`config.mk`:
```
export PLATFORM = sky130hd
export DESIGN_NAME = tam_monitor
export DESIGN_NICKNAME = d
export VERILOG_FILES = /design/src/rtl/tam_pkg.sv /design/src/rtl/tam_rst_sync.sv /design/src/rtl/tam_regfile.sv /design/src/rtl/tam_window_cmp.sv /design/src/rtl/tam_alarm_ctrl.sv /design/src/rtl/tam_monitor.sv
export SDC_FILE = /design/constraint.sdc
export NUM_CORES = 1
export LEC_CHECK = 0
export BUFFER_PORTS_ARGS = -buffer_cell sky130_fd_sc_hd__buf_2
export CORE_MARGIN = 5
export CORE_UTILIZATION = 66
export CTS_BUF_LIST = sky130_fd_sc_hd__clkbuf_16
export CTS_CLUSTER_DIAMETER = 30
export DETAILED_ROUTE_END_ITERATION = 16
export MAX_ROUTING_LAYER = met4
export PLACE_DENSITY = 0.91
export REMOVE_ABC_BUFFERS = 1
export SLEW_MARGIN = 10
export SYNTH_ARGS = -nofsm -noshare
export SYNTH_HDL_FRONTEND = slang
export SYNTH_SLANG_ARGS = --single-unit
export TNS_END_PERCENT = 100
```
`constraint.sdc`:
```
create_clock -name clk -period 10.1 [get_ports clk]
set_input_delay 0 -clock clk [delete_from_list [all_inputs] [get_ports clk]]
set_output_delay 0 -clock clk [all_outputs]
set_load 0.02 [all_outputs]
```
`src/rtl/tam_pkg.sv`:
```
package tam_pkg;
  localparam int unsigned LIMS_PER_CH = 4;
  localparam int unsigned LIM_T_HI    = 0;
  localparam int unsigned LIM_T_LO    = 1;
  localparam int unsigned LIM_I_HI    = 2;
  localparam int unsigned LIM_I_LO    = 3;
  localparam int unsigned CFG_CLR_BIT  = 0;
  localparam int unsigned CFG_MODE_BIT = 1;
  localparam int unsigned CFG_EN_LSB   = 2;
endpackage

```
`src/rtl/tam_rst_sync.sv`:
```
module tam_rst_sync #(
  parameter int unsigned STAGES = 2
) (
  input  logic clk,
  input  logic rst_n,
  output logic rst_n_sync
);
  logic [STAGES-1:0] sync_q;

  always_ff @(posedge clk or negedge rst_n) begin
    if (!rst_n) sync_q <= '0;
    else        sync_q <= {sync_q[STAGES-2:0], 1'b1};
  end

  assign rst_n_sync = sync_q[STAGES-1];
endmodule

```
`src/rtl/tam_regfile.sv`:
```
module tam_regfile
  import tam_pkg::*;
#(
  parameter int unsigned NUM_CH = 2,
  parameter int unsigned CODE_W = 12,
  parameter int unsigned DATA_W = 16,
  parameter int unsigned ADDR_W = 4
) (
  input  logic                                        clk,
  input  logic                                        rst_n,
  input  logic                                        wr_en,
  input  logic [ADDR_W-1:0]                           addr,
  input  logic [DATA_W-1:0]                           wdata,
  output logic [NUM_CH*LIMS_PER_CH-1:0][CODE_W-1:0]   lim_o,
  output logic                                        mode_o,
  output logic [NUM_CH-1:0]                           chen_o,
  output logic                                        clr_o
);
  localparam int unsigned NLIM = NUM_CH * LIMS_PER_CH;
  localparam logic [ADDR_W-1:0] CFG_ADDR = ADDR_W'(NLIM);

  logic cfg_hit;
  assign cfg_hit = wr_en && (addr == CFG_ADDR);
  assign clr_o   = cfg_hit && wdata[CFG_CLR_BIT];

  for (genvar g = 0; g < NLIM; g++) begin : g_lim
    localparam int unsigned KIND = g % LIMS_PER_CH;
    localparam logic [CODE_W-1:0] POR_VAL =
      (KIND == LIM_T_HI) ? {1'b0, {(CODE_W-1){1'b1}}} :
      (KIND == LIM_T_LO) ? {1'b1, {(CODE_W-1){1'b0}}} :
      (KIND == LIM_I_HI) ? {CODE_W{1'b1}} : {CODE_W{1'b0}};
    localparam logic [ADDR_W-1:0] MY_ADDR = ADDR_W'(g);

    logic              hit, ld;
    logic [CODE_W-1:0] lim_d, lim_q;

    always_comb begin
      hit   = wr_en && (addr == MY_ADDR);
      ld    = hit || clr_o;
      lim_d = clr_o ? POR_VAL : wdata[CODE_W-1:0];
    end

    always_ff @(posedge clk or negedge rst_n) begin
      if (!rst_n)  lim_q <= POR_VAL;
      else if (ld) lim_q <= lim_d;
    end

    assign lim_o[g] = lim_q;
  end

  logic              mode_d, mode_q;
  logic [NUM_CH-1:0] chen_d, chen_q;

  always_comb begin
    mode_d = wdata[CFG_MODE_BIT];
    chen_d = wdata[CFG_EN_LSB +: NUM_CH];
  end

  always_ff @(posedge clk or negedge rst_n) begin
    if (!rst_n) begin
      mode_q <= 1'b0;
      chen_q <= '1;
    end else if (cfg_hit) begin
      mode_q <= mode_d;
      chen_q <= chen_d;
    end
  end

  assign mode_o = mode_q;
  assign chen_o = chen_q;
endmodule

```
`src/rtl/tam_window_cmp.sv`:
```
module tam_window_cmp #(
  parameter int unsigned CODE_W = 12
) (
  input  logic [CODE_W-1:0] code_i,
  input  logic              is_cur_i,
  input  logic [CODE_W-1:0] t_hi_i,
  input  logic [CODE_W-1:0] t_lo_i,
  input  logic [CODE_W-1:0] i_hi_i,
  input  logic [CODE_W-1:0] i_lo_i,
  output logic              out_o
);
  logic t_out, i_out;

  always_comb begin
    t_out = ($signed(code_i) > $signed(t_hi_i)) || ($signed(code_i) < $signed(t_lo_i));
    i_out = (code_i > i_hi_i) || (code_i < i_lo_i);
    out_o = is_cur_i ? i_out : t_out;
  end
endmodule

```
`src/rtl/tam_alarm_ctrl.sv`:
```
module tam_alarm_ctrl #(
  parameter int unsigned NUM_CH = 2,
  parameter int unsigned CH_W   = 1
) (
  input  logic                  clk,
  input  logic                  rst_n,
  input  logic                  smp_vld,
  input  logic [CH_W-1:0]       smp_ch,
  input  logic                  smp_is_cur,
  input  logic [NUM_CH-1:0]     viol_i,
  input  logic [NUM_CH-1:0]     chen_i,
  input  logic                  mode_i,
  input  logic                  clr_i,
  input  logic                  flag_rd_i,
  output logic [2*NUM_CH-1:0]   flags_o,
  output logic                  alarm_o
);
  localparam int unsigned NSRC = 2 * NUM_CH;

  logic [NSRC-1:0] upd, hit, en_mask;
  logic [NSRC-1:0] stat_d, stat_q, flag_d, flag_q;
  logic            stat_ld, flag_ld;

  for (genvar s = 0; s < NSRC; s++) begin : g_src
    localparam int unsigned CH   = s / 2;
    localparam logic        KIND = 1'((s % 2) == 1);
    assign upd[s]     = smp_vld && (32'(smp_ch) == CH) && (smp_is_cur == KIND);
    assign hit[s]     = upd[s] && viol_i[CH] && chen_i[CH];
    assign en_mask[s] = chen_i[CH];
  end

  always_comb begin
    stat_ld = clr_i || smp_vld;
    stat_d  = clr_i ? '0 : ((stat_q & ~upd) | (upd & hit));
    flag_ld = clr_i || flag_rd_i || (|hit);
    if (clr_i)          flag_d = '0;
    else if (flag_rd_i) flag_d = hit;
    else                flag_d = flag_q | hit;
  end

  always_ff @(posedge clk or negedge rst_n) begin
    if (!rst_n)       stat_q <= '0;
    else if (stat_ld) stat_q <= stat_d;
  end

  always_ff @(posedge clk or negedge rst_n) begin
    if (!rst_n)       flag_q <= '0;
    else if (flag_ld) flag_q <= flag_d;
  end

  assign flags_o = flag_q;
  assign alarm_o = mode_i ? |(stat_q & en_mask) : |flag_q;
endmodule

```
`src/rtl/tam_monitor.sv`:
```
module tam_monitor
  import tam_pkg::*;
#(
  parameter int unsigned NUM_CH = 2,
  parameter int unsigned CODE_W = 12,
  parameter int unsigned DATA_W = 16,
  parameter int unsigned ADDR_W = 4,
  localparam int unsigned CH_W  = (NUM_CH > 1) ? $clog2(NUM_CH) : 1
) (
  input  logic              clk,
  input  logic              rst_n,
  input  logic              reg_wr_en,
  input  logic              reg_rd_en,
  input  logic [ADDR_W-1:0] reg_addr,
  input  logic [DATA_W-1:0] reg_wdata,
  output logic [DATA_W-1:0] reg_rdata,
  input  logic              smp_vld,
  input  logic [CH_W-1:0]   smp_ch,
  input  logic              smp_is_cur,
  input  logic [CODE_W-1:0] smp_code,
  output logic              alarm_o
);
  localparam int unsigned NLIM  = NUM_CH * LIMS_PER_CH;
  localparam int unsigned NSRC  = 2 * NUM_CH;
  localparam int unsigned IDX_W = $clog2(NLIM);
  localparam logic [ADDR_W-1:0] CFG_ADDR  = ADDR_W'(NLIM);
  localparam logic [ADDR_W-1:0] FLAG_ADDR = ADDR_W'(NLIM + 1);

  logic                          rst_n_int;
  logic [NLIM-1:0][CODE_W-1:0]   lim_w;
  logic                          cfg_mode_w, clr_w, flag_rd_w;
  logic [NUM_CH-1:0]             chen_w, viol_w;
  logic [NSRC-1:0]               flags_w;
  logic [DATA_W-1:0]             rd_d, rd_q;

  tam_rst_sync #(.STAGES(2)) u_rst (
    .clk(clk), .rst_n(rst_n), .rst_n_sync(rst_n_int)
  );

  tam_regfile #(.NUM_CH(NUM_CH), .CODE_W(CODE_W), .DATA_W(DATA_W), .ADDR_W(ADDR_W)) u_regs (
    .clk(clk), .rst_n(rst_n_int), .wr_en(reg_wr_en), .addr(reg_addr), .wdata(reg_wdata),
    .lim_o(lim_w), .mode_o(cfg_mode_w), .chen_o(chen_w), .clr_o(clr_w)
  );

  for (genvar c = 0; c < NUM_CH; c++) begin : g_ch
    tam_window_cmp #(.CODE_W(CODE_W)) u_cmp (
      .code_i(smp_code), .is_cur_i(smp_is_cur),
      .t_hi_i(lim_w[c*LIMS_PER_CH + LIM_T_HI]),
      .t_lo_i(lim_w[c*LIMS_PER_CH + LIM_T_LO]),
      .i_hi_i(lim_w[c*LIMS_PER_CH + LIM_I_HI]),
      .i_lo_i(lim_w[c*LIMS_PER_CH + LIM_I_LO]),
      .out_o(viol_w[c])
    );
  end

  assign flag_rd_w = reg_rd_en && (reg_addr == FLAG_ADDR);

  tam_alarm_ctrl #(.NUM_CH(NUM_CH), .CH_W(CH_W)) u_alarm (
    .clk(clk), .rst_n(rst_n_int), .smp_vld(smp_vld), .smp_ch(smp_ch),
    .smp_is_cur(smp_is_cur), .viol_i(viol_w), .chen_i(chen_w), .mode_i(cfg_mode_w),
    .clr_i(clr_w), .flag_rd_i(flag_rd_w), .flags_o(flags_w), .alarm_o(alarm_o)
  );

  always_comb begin
    rd_d = '0;
    if (reg_addr < CFG_ADDR) begin
      rd_d[CODE_W-1:0] = lim_w[reg_addr[IDX_W-1:0]];
    end else if (reg_addr == CFG_ADDR) begin
      rd_d[CFG_MODE_BIT]          = cfg_mode_w;
      rd_d[CFG_EN_LSB +: NUM_CH]  = chen_w;
    end else if (reg_addr == FLAG_ADDR) begin
      rd_d[NSRC-1:0] = flags_w;
    end
  end

  always_ff @(posedge clk or negedge rst_n_int) begin
    if (!rst_n_int)     rd_q <= '0;
    else if (reg_rd_en) rd_q <= rd_d;
  end

  assign reg_rdata = rd_q;
endmodule

```
**After elaboration in Yosys (flattened, before gate mapping)**

Index checks and enable logic that the tools add are counted.

- Output and inout bits: 17
- Register bits: 121
- Input port bits: 39
- Word-level logic and storage cells: 102

- Equal/unequal tests: 9
- Bitwise gates (word level): 8
- Magnitude comparators: 10
- Multiplexer cells: 17
- Reductions and logical operators: 44

Operators by type and width:

| kind | number |
|---|---|
| $mux 12 | 5 |
| $gt 12x12->1 | 4 |
| $lt 12x12->1 | 4 |
| $bmux 12 s3 | 1 |
| $logic_and 1x1->1 | 25 |
| $mux 4 | 5 |
| $eq 4x3->1 const B | 4 |
| $logic_or 1x1->1 | 15 |
| $and 4x4->4 | 3 |
| $reduce_or 4->1 | 3 |
| $eq 4x2->1 const B | 2 |
| $eq 4x4->1 const B | 2 |
| $mux 8 | 1 |
| $or 4x4->4 | 2 |
| $eq 4x1->1 const B | 1 |
| $logic_not 4->1 | 1 |
| $lt 3x4->1 const B | 1 |
| $lt 4x4->1 const B | 1 |
| $mux 1 | 4 |
| $not 4->4 | 1 |
| $mux 3 | 1 |
| $not 1->1 | 2 |

**Depth between registers and ports, before layout**

- Depth in word-level cells: 8
- Mapped depth: 9
- Mapped depth without buffers: 8

**Cells and area by module**

A second synthesis with hierarchy kept.

- Cell total of the unflattened synthesis: 947
- Area total of the unflattened synthesis: 8,613.3 µm²

Modules (own cells, without submodules):

| module | area an instance (µm²) | instances | cells an instance | sequential area each (µm²) |
|---|---|---|---|---|
| tam_regfile | 4,444.3 | 1 | 472 | 2,539.9 |
| tam_monitor | 1,335.0 | 1 | 118 | 300.3 |
| tam_window_cmp at g_ch[0].u_cmp | 1,188.6 | 1 | 163 | 0.0 |
| tam_window_cmp at g_ch[1].u_cmp | 1,187.4 | 1 | 157 | 0.0 |
| tam_alarm_ctrl | 404.1 | 1 | 34 | 200.2 |
| tam_rst_sync | 53.8 | 1 | 3 | 50.0 |

**Worst setup path after synthesis**

No wires, ideal clock.

- Kind: flip-flop to flip-flop
- From: register u_regs.g_lim[4].lim_q[3]
- To: register u_alarm.stat_q[2]
- Buffers on the path: 0
- Data required time: 9.980 ns
- Path slack: 8.074 ns
- Arrival: 1.906 ns
- Setup time: 0.120 ns
- Stages on the path, launching flop included: 9
- Clock period less this slack: 2.026 ns
- Cells stage by stage: dfstp_2 inv_1 ha_1 a21oi_1 a311oi_1 a2111o_1 a31oi_1 a21oi_1 a31o_2

- Cells in the longest elaborated chain, start to end: 8

Ends and longest elaborated chain:

| element | line | text |
|---|---|---|
| start, declared | tam_regfile.sv:35 | `logic [CODE_W-1:0] lim_d, lim_q;` |
| start signal, assigned | tam_regfile.sv:45 | `else if (ld) lim_q <= lim_d;` |
| $gt 12x12->1 | tam_window_cmp.sv:15 | `t_out = ($signed(code_i) > $signed(t_hi_i)) \|\| ($signed(code_i) < $signed(t_lo_i));` |
| $logic_or 1x1->1 | tam_window_cmp.sv:15 |  |
| $mux 1 | tam_window_cmp.sv:17 | `out_o = is_cur_i ? i_out : t_out;` |
| $logic_and 1x1->1 (2 in series) | tam_alarm_ctrl.sv:28 | `assign hit[s] = upd[s] && viol_i[CH] && chen_i[CH];` |
| $and 4x4->4 | tam_alarm_ctrl.sv:34 | `stat_d = clr_i ? '0 : ((stat_q & ~upd) \| (upd & hit));` |
| $or 4x4->4 | tam_alarm_ctrl.sv:34 |  |
| $mux 4 | tam_alarm_ctrl.sv:34 |  |
| end signal, assigned | tam_alarm_ctrl.sv:43 | `else if (stat_ld) stat_q <= stat_d;` |
| end, declared | tam_alarm_ctrl.sv:21 | `logic [NSRC-1:0] stat_d, stat_q, flag_d, flag_q;` |

Every way passes these cells.
A chain may end at the register's enable or synchronous reset.

**Final worst setup path**

- From: register u_regs.g_lim[6].lim_q[5]
- To: register u_alarm.stat_q[3]

- Cells in the longest elaborated chain, start to end: 8

Ends and longest elaborated chain:

| element | line | text |
|---|---|---|
| start, declared | tam_regfile.sv:35 |  |
| start signal, assigned | tam_regfile.sv:45 |  |
| $gt 12x12->1 | tam_window_cmp.sv:16 | `i_out = (code_i > i_hi_i) \|\| (code_i < i_lo_i);` |
| $logic_or 1x1->1 | tam_window_cmp.sv:16 |  |
| $mux 1 | tam_window_cmp.sv:17 |  |
| $logic_and 1x1->1 (2 in series) | tam_alarm_ctrl.sv:28 |  |
| $and 4x4->4 | tam_alarm_ctrl.sv:34 |  |
| $or 4x4->4 | tam_alarm_ctrl.sv:34 |  |
| $mux 4 | tam_alarm_ctrl.sv:34 |  |

Every way passes these cells.

==> flow_summary.json <==
{
  "fin_skew_ps": 8.88,
  "final_cells": 1085,
  "min_from": "reg_rd_en",
  "cts_setup_buffers": 0,
  "drt-initial-drc-count": 1046,
  "die_x_um": 121,
  "die_y_um": 121,
  "antenna_cells": 0,
  "fillCellCount": 794,
  "maxCapViolCount": 0,
  "grt_usage_pct": 33.4,
  "r2r_setup_slack_ps": 7150,
  "final_common_cell": "nand2_1",
  "timing.fmax_mhz": 338,
  "final_cell_mix": "nand2_1 (140), inv_1 (109), ha_1 (92)",
  "fin_crit_ps": 2950,
  "cp.required_ps": 10410,
  "cts_htree_levels": 4,
  "slew_viol_final": 0,
  "layout-drive-gt1-share_pct": 17.2,
  "peakVddDrop_uv": 125,
  "synth_simple_gate_area_share_pct": 13.8,
  "dp.cells": 1035,
  "dp_hpwl_um": 15100,
  "cts_made_buffers": 17,
  "portBuffers": 47,
  "clock_sinks": 121,
  "worstSetupEndpointType": "flop",
  "path_clk_slew_ps": 60,
  "dieArea_um2": 14600,
  "cts_root_buf": "clkbuf_16",
  "num_vias": 7057,
  "synthAdderAreaFrac_pct": 14.2,
  "placed_cell_area_um2": 8370,
  "place.gp.congestion": 0.940,
  "dr.pass1.iters": 8,
  "setup_viol": 0,
  "ys_async_sr_fraction_pct": 100,
  "rows": 40,
  "netlist_instances": 868,
  "initial_core_util_pct": 67.4,
  "grt_start_max_net_pins": 74,
  "synthXorXnorAreaFrac_pct": 0,
  "grt_remaining_overflow": 0,
  "tightest_slew_ps": 1120,
  "clock_latency_ps": 430,
  "powerDensity_nw_per_um2": 193,
  "ys_seq_area_share_pct": 38.0,
  "holdPathEnd": "reg_rdata[0]",
  "ys_top_cells_by_area": "dfrtp_1 (22%), dfstp_2 (16%), ha_1 (14%)",
  "core_um2": 12100,
  "grt_pass1_wl_um": 36400,
  "seqCellArea_um2": 3090,
  "synth_cell_types": 55,
  "synth.avg_cell_area_um2": 9.37,
  "synth_compound_gate_area_share_pct": 15.5,
  "synth_top_family_by_area": "compound AO/OA/AOI/OAI gates",
  "clock_path_buffers": 2,
  "fin_crit_sh_pct": 29.3,
  "worstSetupPathType": "reg2reg",
  "ios": 56,
  "cts_tree": "yes",
  "synth_top_area_share_pct": 21.9,
  "synth_mux_area_share_pct": 10.3,
  "drc": 0,
  "multi_input_area_um2": 4400,
  "fin_area_um2": 9030,
  "ant_nets": 0,
  "status": "complete, no violations",
  "yosysTopAreaCell": "dfrtp_1",
  "fin_setup_tns_ps": 0,
  "whs_path_depth": 2,
  "p_leak_nw": 4.26,
  "r2r-start": "u_regs.g_lim[6].lim_q[5]",
  "yosys_most_used_dff": "dfrtp_1",
  "hold_class": "in2reg",
  "relSlewSlack_pct": 25.2,
  "path_max_fanout": 2,
  "syn2layout_area_growth_pct": 11.1,
  "first_global_vias": 7161,
  "ys_warn_count": 0,
  "antenna_found_initial": 0,
  "r2r_cells": 9,
  "wl_per_cell_um": 20.9,
  "start_kind": "flop",
  "synth_area_um2": 8130,
  "rsz0062_at_grt": "no",
  "finalHoldViolCount": 0,
  "vias_per_cell": 6.50,
  "r2r_end": "u_alarm.stat_q[3]",
  "nets": 1035,
  "drt-total-wl_um": 22700,
  "synth-seq-cells": 121,
  "synth_edf_count": 0,
  "worstPathArrival_ps": 3270,
  "cts_resized": 0,
  "holdBufCountCts": 18
}
-- logic make-up after synthesis --
logic type,Yosys count
other,2
buffers and inverters,158
and+or+nand+nor,247
DFF,121
adders and majority gates,92
AOI/OAI and AO/OA,195
muxes,53
-- worst max-delay path: stages (launching register included) --
cell           delay (ps)
dfstp_2               520
inv_1                  50
ha_1                  280
a21o_1                180
a21o_1                160
a21oi_1               290
o211ai_1              150
a221oi_1              510
o21ai_0               120
dlygate4sd3_1         570
-- final cells by class --
type,instances,area share [%]
clock buffer,17,4.71
clock inverter,15,0.665
inverter,101,4.20
multi-input combinational,592,48.7
sequential,121,34.3
tap,168,2.33
timing repair buffer,71,5.10
-- layer usage --
| metal | track usage, % | vias to the layer above | wire length, µm |
|---|---|---|---|
| met5 | - | - | 0 |
| met4 | 17.4 | 0 | 1160 |
| met3 | 6.76 | 114 | 2420 |
| met2 | 52.5 | 433 | 10700 |
| met1 | 41.1 | 3384 | 8360 |
| li1 | - | 3126 | - |
-- power breakdown --
part           internal [mW]  total, mW  switching [mW]
combinational          0.238      0.528           0.291
sequential             0.627      0.706          0.0789
clock                  0.299      0.511           0.212
total                   1.16       1.75           0.581
-- worst max-delay path by stage --
stage / to / slack, ps / from / depth (start not counted)
floorplan: reg_rdata[0] / 6570 / u_rst.sync_q[1] / 0
global placement: u_alarm.flags_o[1] / 7530 / reg_addr[0] / 7
detailed placement: u_alarm.flags_o[1] / 7480 / reg_addr[0] / 7
CTS: u_alarm.stat_q[3] / 7220 / u_regs.g_lim[6].lim_q[5] / 9
global route: u_alarm.stat_q[3] / 7070 / u_regs.g_lim[6].lim_q[5] / 9
finish: u_alarm.stat_q[3] / 7150 / u_regs.g_lim[6].lim_q[5] / 9
-- metrics by stage --
stage                     util [%]  setup WS (ps)  hold slack [ps]  power (mW)
after floorplan                  -           6570             -296        1.05
after global placement        69.4           7530             -214        1.18
after detailed placement      69.4           7480             -211        1.21
after CTS                     74.9           7220             19.9        1.73
after global routing          74.9           7070             62.1        1.84
final                         74.9           7150             37.1        1.75
-- synth_stat cells (all sizes together), types with 5 or more instances --
cell type,n
nor3,7
nand2b,5
o211ai,48
o21ai,14
a21oi,74
mux4,24
dfstp,50
buf,36
inv,101
nor2b,12
ha,92
nand4,17
o21a,7
mux2i,26
a21o,12
clkbuf,21
o22ai,10
nand2,140
dfrtp,71
nor2,32
nand3,16
-- sequential cells by signal, indices dropped and copies added (netlist names) --
name	count
reg_rdata	12
u_alarm.stat_q	4
u_alarm.flags_o	4
u_regs.g_lim.lim_q	96
u_regs.chen_o	2
u_regs.mode_o	1
u_rst.sync_q	2
Note: power is estimated with default switching activity, not from simulation.
